==> config.mk <==
export PLATFORM = sky130hd
export DESIGN_NAME = energize_pwm_seq
export DESIGN_NICKNAME = d
export VERILOG_FILES = /design/src/rtl/eps_pkg.sv /design/src/rtl/eps_tick_gen.sv /design/src/rtl/eps_chan_seq.sv /design/src/rtl/energize_pwm_seq.sv
export SDC_FILE = /design/constraint.sdc
export NUM_CORES = 1
export LEC_CHECK = 0
export BUFFER_PORTS_ARGS = -buffer_cell sky130_fd_sc_hd__buf_2
export CAP_MARGIN = 20
export CORE_MARGIN = 2
export CORE_UTILIZATION = 55
export CTS_CLUSTER_SIZE = 24
export DETAILED_ROUTE_END_ITERATION = 7
export GPL_TIMING_DRIVEN = 1
export PLACE_DENSITY = 0.72
export SLEW_MARGIN = 5
export SYNTH_ARGS = -nofsm -noshare
export SYNTH_HDL_FRONTEND = slang
export SYNTH_HIERARCHICAL = 1
export SYNTH_SLANG_ARGS = --single-unit
==> constraint.sdc <==
create_clock -name clk_i -period 2.9 [get_ports clk_i]
set_input_delay 0.29 -clock clk_i [delete_from_list [all_inputs] [get_ports clk_i]]
set_output_delay 0.29 -clock clk_i [all_outputs]
set_load 0.02 [all_outputs]
==> src/rtl/eps_pkg.sv <==
package eps_pkg;

  typedef enum logic [1:0] {
    ST_IDLE = 2'd0,
    ST_ENRG = 2'd1,
    ST_CHOP = 2'd2,
    ST_FULL = 2'd3
  } ch_state_e;

  typedef struct packed {
    logic       hold_en;
    logic [2:0] duty;
    logic [3:0] tcode;
  } ctrl_t;

  localparam int MS_W = 9;

  function automatic logic [MS_W-1:0] enrg_ms(input logic [3:0] code);
    logic [MS_W-1:0] v;
    case (code)
      4'd1:    v = 9'd3;
      4'd2:    v = 9'd5;
      4'd3:    v = 9'd10;
      4'd4:    v = 9'd15;
      4'd5:    v = 9'd20;
      4'd6:    v = 9'd30;
      4'd7:    v = 9'd50;
      4'd8:    v = 9'd80;
      4'd9:    v = 9'd110;
      4'd10:   v = 9'd140;
      4'd11:   v = 9'd170;
      4'd12:   v = 9'd200;
      4'd13:   v = 9'd230;
      4'd14:   v = 9'd260;
      4'd15:   v = 9'd300;
      default: v = 9'd0;
    endcase
    return v;
  endfunction

endpackage

==> src/rtl/eps_tick_gen.sv <==
module eps_tick_gen #(
  parameter int DIV = 4
) (
  input  logic clk_i,
  input  logic rst_ni,
  output logic tick_o
);
  generate
    if (DIV <= 1) begin : g_pass
      assign tick_o = 1'b1;
    end else begin : g_div
      localparam int CW = $clog2(DIV);
      localparam logic [CW-1:0] LAST = CW'(DIV - 1);
      logic [CW-1:0] cnt_q;

      always_ff @(posedge clk_i or negedge rst_ni) begin
        if (!rst_ni)           cnt_q <= '0;
        else if (cnt_q == LAST) cnt_q <= '0;
        else                   cnt_q <= cnt_q + 1'b1;
      end

      assign tick_o = (cnt_q == LAST);

      a_r5_cnt_bound: assert property (@(posedge clk_i) disable iff (!rst_ni)
        cnt_q <= LAST);
    end
  endgenerate
endmodule

==> src/rtl/eps_chan_seq.sv <==
module eps_chan_seq
  import eps_pkg::*;
(
  input  logic       clk_i,
  input  logic       rst_ni,
  input  logic       data_i,
  input  ctrl_t      ctrl_i,
  input  logic       ms_tick_i,
  input  logic       start_i,
  input  logic [2:0] phase_i,
  input  logic       block_i,
  output logic       gate_o
);
  ch_state_e       st_q, st_d;
  logic [MS_W-1:0] rem_q, rem_d;
  logic            data_q;
  logic            rise;

  assign rise = data_i & ~data_q;

  always_comb begin
    st_d  = st_q;
    rem_d = rem_q;
    if (!data_i) begin
      st_d  = ST_IDLE;
      rem_d = '0;
    end else if (rise) begin
      // any fresh edge restarts the sequence
      if (ctrl_i.tcode != 4'd0) begin
        st_d  = ST_ENRG;
        rem_d = enrg_ms(ctrl_i.tcode);
      end else begin
        st_d  = ctrl_i.hold_en ? ST_CHOP : ST_FULL;
        rem_d = '0;
      end
    end else begin
      unique case (st_q)
        ST_ENRG: begin
          if (start_i && !ctrl_i.hold_en) begin
            st_d  = ST_CHOP;
            rem_d = '0;
          end else if (ms_tick_i) begin
            if (rem_q <= 9'd1) begin
              st_d  = ctrl_i.hold_en ? ST_CHOP : ST_FULL;
              rem_d = '0;
            end else begin
              rem_d = rem_q - 1'b1;
            end
          end
        end
        default: ;
      endcase
    end
  end

  always_ff @(posedge clk_i or negedge rst_ni) begin
    if (!rst_ni) begin
      st_q   <= ST_IDLE;
      rem_q  <= '0;
      data_q <= 1'b0;
    end else begin
      st_q   <= st_d;
      rem_q  <= rem_d;
      data_q <= data_i;
    end
  end

  logic drive;
  always_comb begin
    unique case (st_q)
      ST_ENRG, ST_FULL: drive = 1'b1;
      ST_CHOP:          drive = (phase_i < ctrl_i.duty);
      default:          drive = 1'b0;
    endcase
  end

  assign gate_o = drive & ~block_i;

  a_r2_off_when_clear: assert property (@(posedge clk_i) disable iff (!rst_ni)
    !data_i |=> (st_q == ST_IDLE) && !gate_o);

  a_r5_interval_bound: assert property (@(posedge clk_i) disable iff (!rst_ni)
    rem_q <= 9'd300);

  a_r9_full_sticky: assert property (@(posedge clk_i) disable iff (!rst_ni)
    (st_q == ST_FULL) && data_i && data_q |=> (st_q == ST_FULL));

  a_r4_direct_chop: assert property (@(posedge clk_i) disable iff (!rst_ni)
    rise && ctrl_i.hold_en && (ctrl_i.tcode == 4'd0) |=> (st_q == ST_CHOP));

  a_r10_restart: assert property (@(posedge clk_i) disable iff (!rst_ni)
    rise && (ctrl_i.tcode != 4'd0) |=> (st_q == ST_ENRG) && (rem_q != '0));
endmodule

==> src/rtl/energize_pwm_seq.sv <==
module energize_pwm_seq
  import eps_pkg::*;
#(
  parameter int N_CH    = 8,
  parameter int MS_DIV  = 50000,
  parameter int PWM_DIV = 500
) (
  input  logic            clk_i,
  input  logic            rst_ni,
  input  logic [7:0]      ctrl_i,
  input  logic [N_CH-1:0] data_i,
  input  logic            pwm_start_i,
  input  logic            force_off_i,
  input  logic [N_CH-1:0] ocp_i,
  output logic [N_CH-1:0] gate_o
);
  ctrl_t      ctrl;
  logic       ms_tick;
  logic       pwm_tick;
  logic [2:0] phase_q;

  assign ctrl = ctrl_t'(ctrl_i);

  eps_tick_gen #(.DIV(MS_DIV)) u_ms_tick (
    .clk_i (clk_i),
    .rst_ni(rst_ni),
    .tick_o(ms_tick)
  );

  eps_tick_gen #(.DIV(PWM_DIV)) u_pwm_tick (
    .clk_i (clk_i),
    .rst_ni(rst_ni),
    .tick_o(pwm_tick)
  );

  // 8-step chopping phase, one duty step per tick
  always_ff @(posedge clk_i or negedge rst_ni) begin
    if (!rst_ni)       phase_q <= '0;
    else if (pwm_tick) phase_q <= phase_q + 1'b1;
  end

  for (genvar g = 0; g < N_CH; g++) begin : g_ch
    eps_chan_seq u_ch (
      .clk_i    (clk_i),
      .rst_ni   (rst_ni),
      .data_i   (data_i[g]),
      .ctrl_i   (ctrl),
      .ms_tick_i(ms_tick),
      .start_i  (pwm_start_i),
      .phase_i  (phase_q),
      .block_i  (force_off_i | ocp_i[g]),
      .gate_o   (gate_o[g])
    );
  end

  a_r11_thermal_off: assert property (@(posedge clk_i) disable iff (!rst_ni)
    force_off_i |-> (gate_o == '0));

  a_r11_ocp_off: assert property (@(posedge clk_i) disable iff (!rst_ni)
    ((gate_o & ocp_i) == '0));

  a_r1_reset_quiet: assert property (@(posedge clk_i) disable iff (!rst_ni)
    $rose(rst_ni) |-> (gate_o == '0));
endmodule

==> results.env <==
R2R-END='g_ch[0].u_ch/rem_q[7]'
YS_WARN_COUNT=6
SYNTHESIS.AREA_UM2=10600
FMAXACHIEVABLE_GHz=0.419
SYNTHTOPCELLSBYAREA='dfrtp_1 29%, ha_1 11%, inv_1 3.7%, a21oi_1 3.5%, nor2_1 2.6%'
CRITICAL-PATH-MAX-STAGE-DELAY_PS=580
CTS_TREE='built'
DPL.HPWL_UM=18700
CTS_INSERTED_BUFFERS=17
CTS_RESIZED=0
DRC=0
VIA_PER_INST=6.42
CAP_VIOLATIONS=0
DIE_X_UM=143
TIMING.FINAL.MAX_SLEW_VIOLATIONS=0
TOTALWIRELENGTH_UM=26500
FINAL.SETUP.WORST_SLACK_PS=513
CRITPATHREQUIREDTIME_PS=2610
DETAIL_ROUTE.FIRST_PASS.ITERATIONS=5
ANTENNA_FOUND_INITIAL=2
SETUP_VIOLATIONS=0
SHARE_OF_THE_CLOCK_PERIOD_USED_BY_THE_WORST_PATH_AFTER_LAYOUT_PCT=82.3
PORT-BUFFER-COUNT=35
YOSYS_REGISTER_BITS=124
SYN-NUM-NETS=1348
WORSTPATHMAXFANOUT=10
WORSTREG2REGSTART='u_ms_tick/g_div.cnt_q[0]'
DIE-HEIGHT_UM=143
CTS_SETUP_BUFFERS=0
TIMING.HOLD.WORST.CLASS='primary input to flip-flop'
CLK_ROOT_BUFFER_CELL='clkbuf_16'
ROUTED_WIRE_LENGTH_PER_INSTANCE_UM=17.6
CRITPATHCAPTURE='gate_o[2]'
INITIALDRTVIOLATIONCOUNT=655
FINAL_LAYOUT_SIZE_SUFFIX_GT1_SHARE_PCT=12.3
LEAKAGE_uW=0.00526
CRITPATHLAUNCH='phase_q[1]'
WIRE_LENGTH_OF_THE_FIRST_GLOBAL_ROUTING_PASS_UM=44700
NUMBER_OF_ENABLE_FLIP_FLOP_CELLS_AFTER_SYNTHESIS=0
DRTANTENNAVIOLNETS=0
NUM_PORTS=36
CRITPATHARRIVALTIME_PS=2100
YOSYSUNIQUECELLTYPES=87
RELSLEWSLACK_PCT=57.7
VIAS=9701
GP_ROUTABILITY_CONGESTION=0.932
TIMING.CRITICAL_PATH.FROM_TYPE='flip-flop'
FINAL_NET_COUNT=1388
CLOCK-SINKS=124
CRIT_CHAIN='ha_1 > a21boi_0 > o21ai_0 > nand3b_1 > a21oi_1 > buf_2'
SYNTH.YOSYS.SEQ_AREA_SHARE_PCT=29.3
SETUP_TOTAL_NEGATIVE_SLACK_PS=0
YOSYS_MOST_USED_DFF='dfrtp_1'
CTS.REPORTEDPATHS.CLKPINSLEW_PS=60
CLOCK_INSERTION_DELAY_WORST_SKEW_PS=420
GRT_SETUP_UNREPAIRED='false'
GRT_START_MAX_NET_PINS=67
GRT_UTIL_OVERALL_PCT=27.1
TOTALPOWERFINAL_uW=5530
CORE-AREA_UM2=18800
CRIT_PATH_TOP_DELAY_CELL='dfrtp_1'
WORST_SLEW_PIN_TRAN_PS=630
CELLPOWERDENSITY_nW_PER_UM2=472
FINAL_HOLD_VIOL_COUNT=0
RUN_STATUS='finished, final reports clean'
IR_WORST_VDD_mV=0.386
GRT_OVERFLOW_TOTAL=0
YOSYSTOPAREACELL='dfrtp_1'
FLOORPLAN.INITIALDENSITY_PCT=56.4
ASYNCSETRESETFLOPFRACSYNTH_PCT=100
SYNTH_CELLS=1224
SYNTH_AREA_PER_CELL_UM2=8.64
SYNTH.TOP_CELLS.BY_COUNT='124 x dfrtp_1, 103 x inv_1, 96 x ha_1, 74 x a21oi_1, 72 x nor2_1'
CRITICAL_PATH.ENDPOINT_TYPE='output pin'
TIMING.REG2REG.SETUP_SLACK_PS=520
R2R.WORST_PATH.CELLS=8
STD_CELL_ROWS=50
NETLIST.AREA_LEADER.SHARE_PCT=29.3
YOSYS.CELL_COUNT.TOP_TYPE='dfrtp_1'
H_TREE_DEPTH_REPORTED_BY_CTS=4
CRITICALPATHCATEGORY='flip-flop to output pin'
CLOCKBUFFERDEPTH=2
GRT_PASS1_VIAS=9089
FINAL.MIN_CLOCK_PERIOD_PS=2390
AREA_GROWTH_SYN_TO_LAYOUT_PCT=10.7
HOLD_BUFFERS=1
PLACE_WORST_SETUP_SLACK_PS=542
WORST_CLOCK_SKEW_PS=8.05
DIE_AREA_UM2=20400
flip-flops by register name, indices dropped and copies added (netlist names):
| name | count |
|---|---|
| phase_q | 3 |
| g_ch.u_ch/st_q | 16 |
| g_ch.u_ch/data_q | 8 |
| u_ms_tick/g_div.cnt_q | 16 |
| u_pwm_tick/g_div.cnt_q | 9 |
| g_ch.u_ch/rem_q | 72 |
how the worst min path moves through the flow:
stage	start	endpoint	slack, ps	cells past startpoint
after global routing	data_i[2]	g_ch[2].u_ch/data_q	50	1
after detailed placement	rst_ni	g_ch[6].u_ch/rem_q[8]	350	1
final	data_i[6]	g_ch[6].u_ch/data_q	60	1
after global placement	rst_ni	g_ch[6].u_ch/rem_q[8]	340	1
after CTS	data_i[6]	g_ch[6].u_ch/data_q	50	1
after floorplan	rst_ni	g_ch[0].u_ch/data_q	-6	0
power breakdown:
part | internal, uW | switching (uW)
clock | 1390 | 797
sequential | 1840 | 163
combinational | 555 | 785
per-stage QoR:
stage                     hold slack [ps]  instance area (um2)  utilization, %  cells
after floorplan                     -5.59                10600               -   1224
after global placement                339                11100            59.1   1478
after detailed placement              347                11100            59.1   1478
after CTS                            45.3                11700            62.4   1511
after global routing                 51.2                11700            62.4   1512
final                                64.3                11700            62.4   1512
per-layer routing:
layer | GRT usage [%] | share of wire (%) | vias to the layer above
li1 | - | - | 4695
met1 | 37.4 | 47 | 4661
met2 | 43.3 | 46 | 306
met3 | 4.66 | 5.6 | 37
met4 | 9.07 | 1.5 | 2
met5 | 0 | 0.049 | -
layout by cell type (no fill, tap or decap), types with 16 or more instances in the layout:
cell	netlist	layout
nand4_1	21	21
buf_4	0	21
o22ai_1	28	28
a21oi_1	74	74
nand2b_1	37	37
nor2b_1	39	39
nor3_1	27	27
nor3b_1	16	16
o21ai_0	42	42
dfrtp_1	124	124
nand3_1	45	45
buf_2	8	33
nand2_1	71	71
clkbuf_16	0	17
ha_1	96	96
nor4_1	25	25
inv_1	103	103
a31oi_1	32	32
nor2_1	72	72
logic make-up after synthesis:
| logic type | after synthesis | synth area share [%] |
|---|---|---|
| muxes | 18 | 2.51 |
| DFF | 124 | 29.3 |
| xor gates and xnor gates | 18 | 1.49 |
| AOI/OAI and AO/OA | 359 | 24.6 |
| buffers and inverters | 141 | 5.24 |
| and+or+nand+nor | 468 | 25.5 |
| adders and majority gates | 96 | 11.4 |
cell type report:
cell class,count,area [um2]
Fill cell,1642,7060
Multi-Input combinational cell,959,6920
Sequential cell,124,3100
Clock buffer,22,464
Timing Repair Buffer,59,404
Inverter,103,387
Tap cell,234,293
Clock inverter,10,140
Antenna cell,1,2.50
worst max-delay path: cells and delay by family (launching register included):
| family | cells | cell delay, ps |
|---|---|---|
| buf+inv | 1 | 170 |
| simple gates | 1 | 150 |
| compound gates | 3 | 480 |
| flops | 1 | 580 |
| fa+ha+maj | 1 | 300 |
No activity file was read; power rests on OpenSTA's default activity.
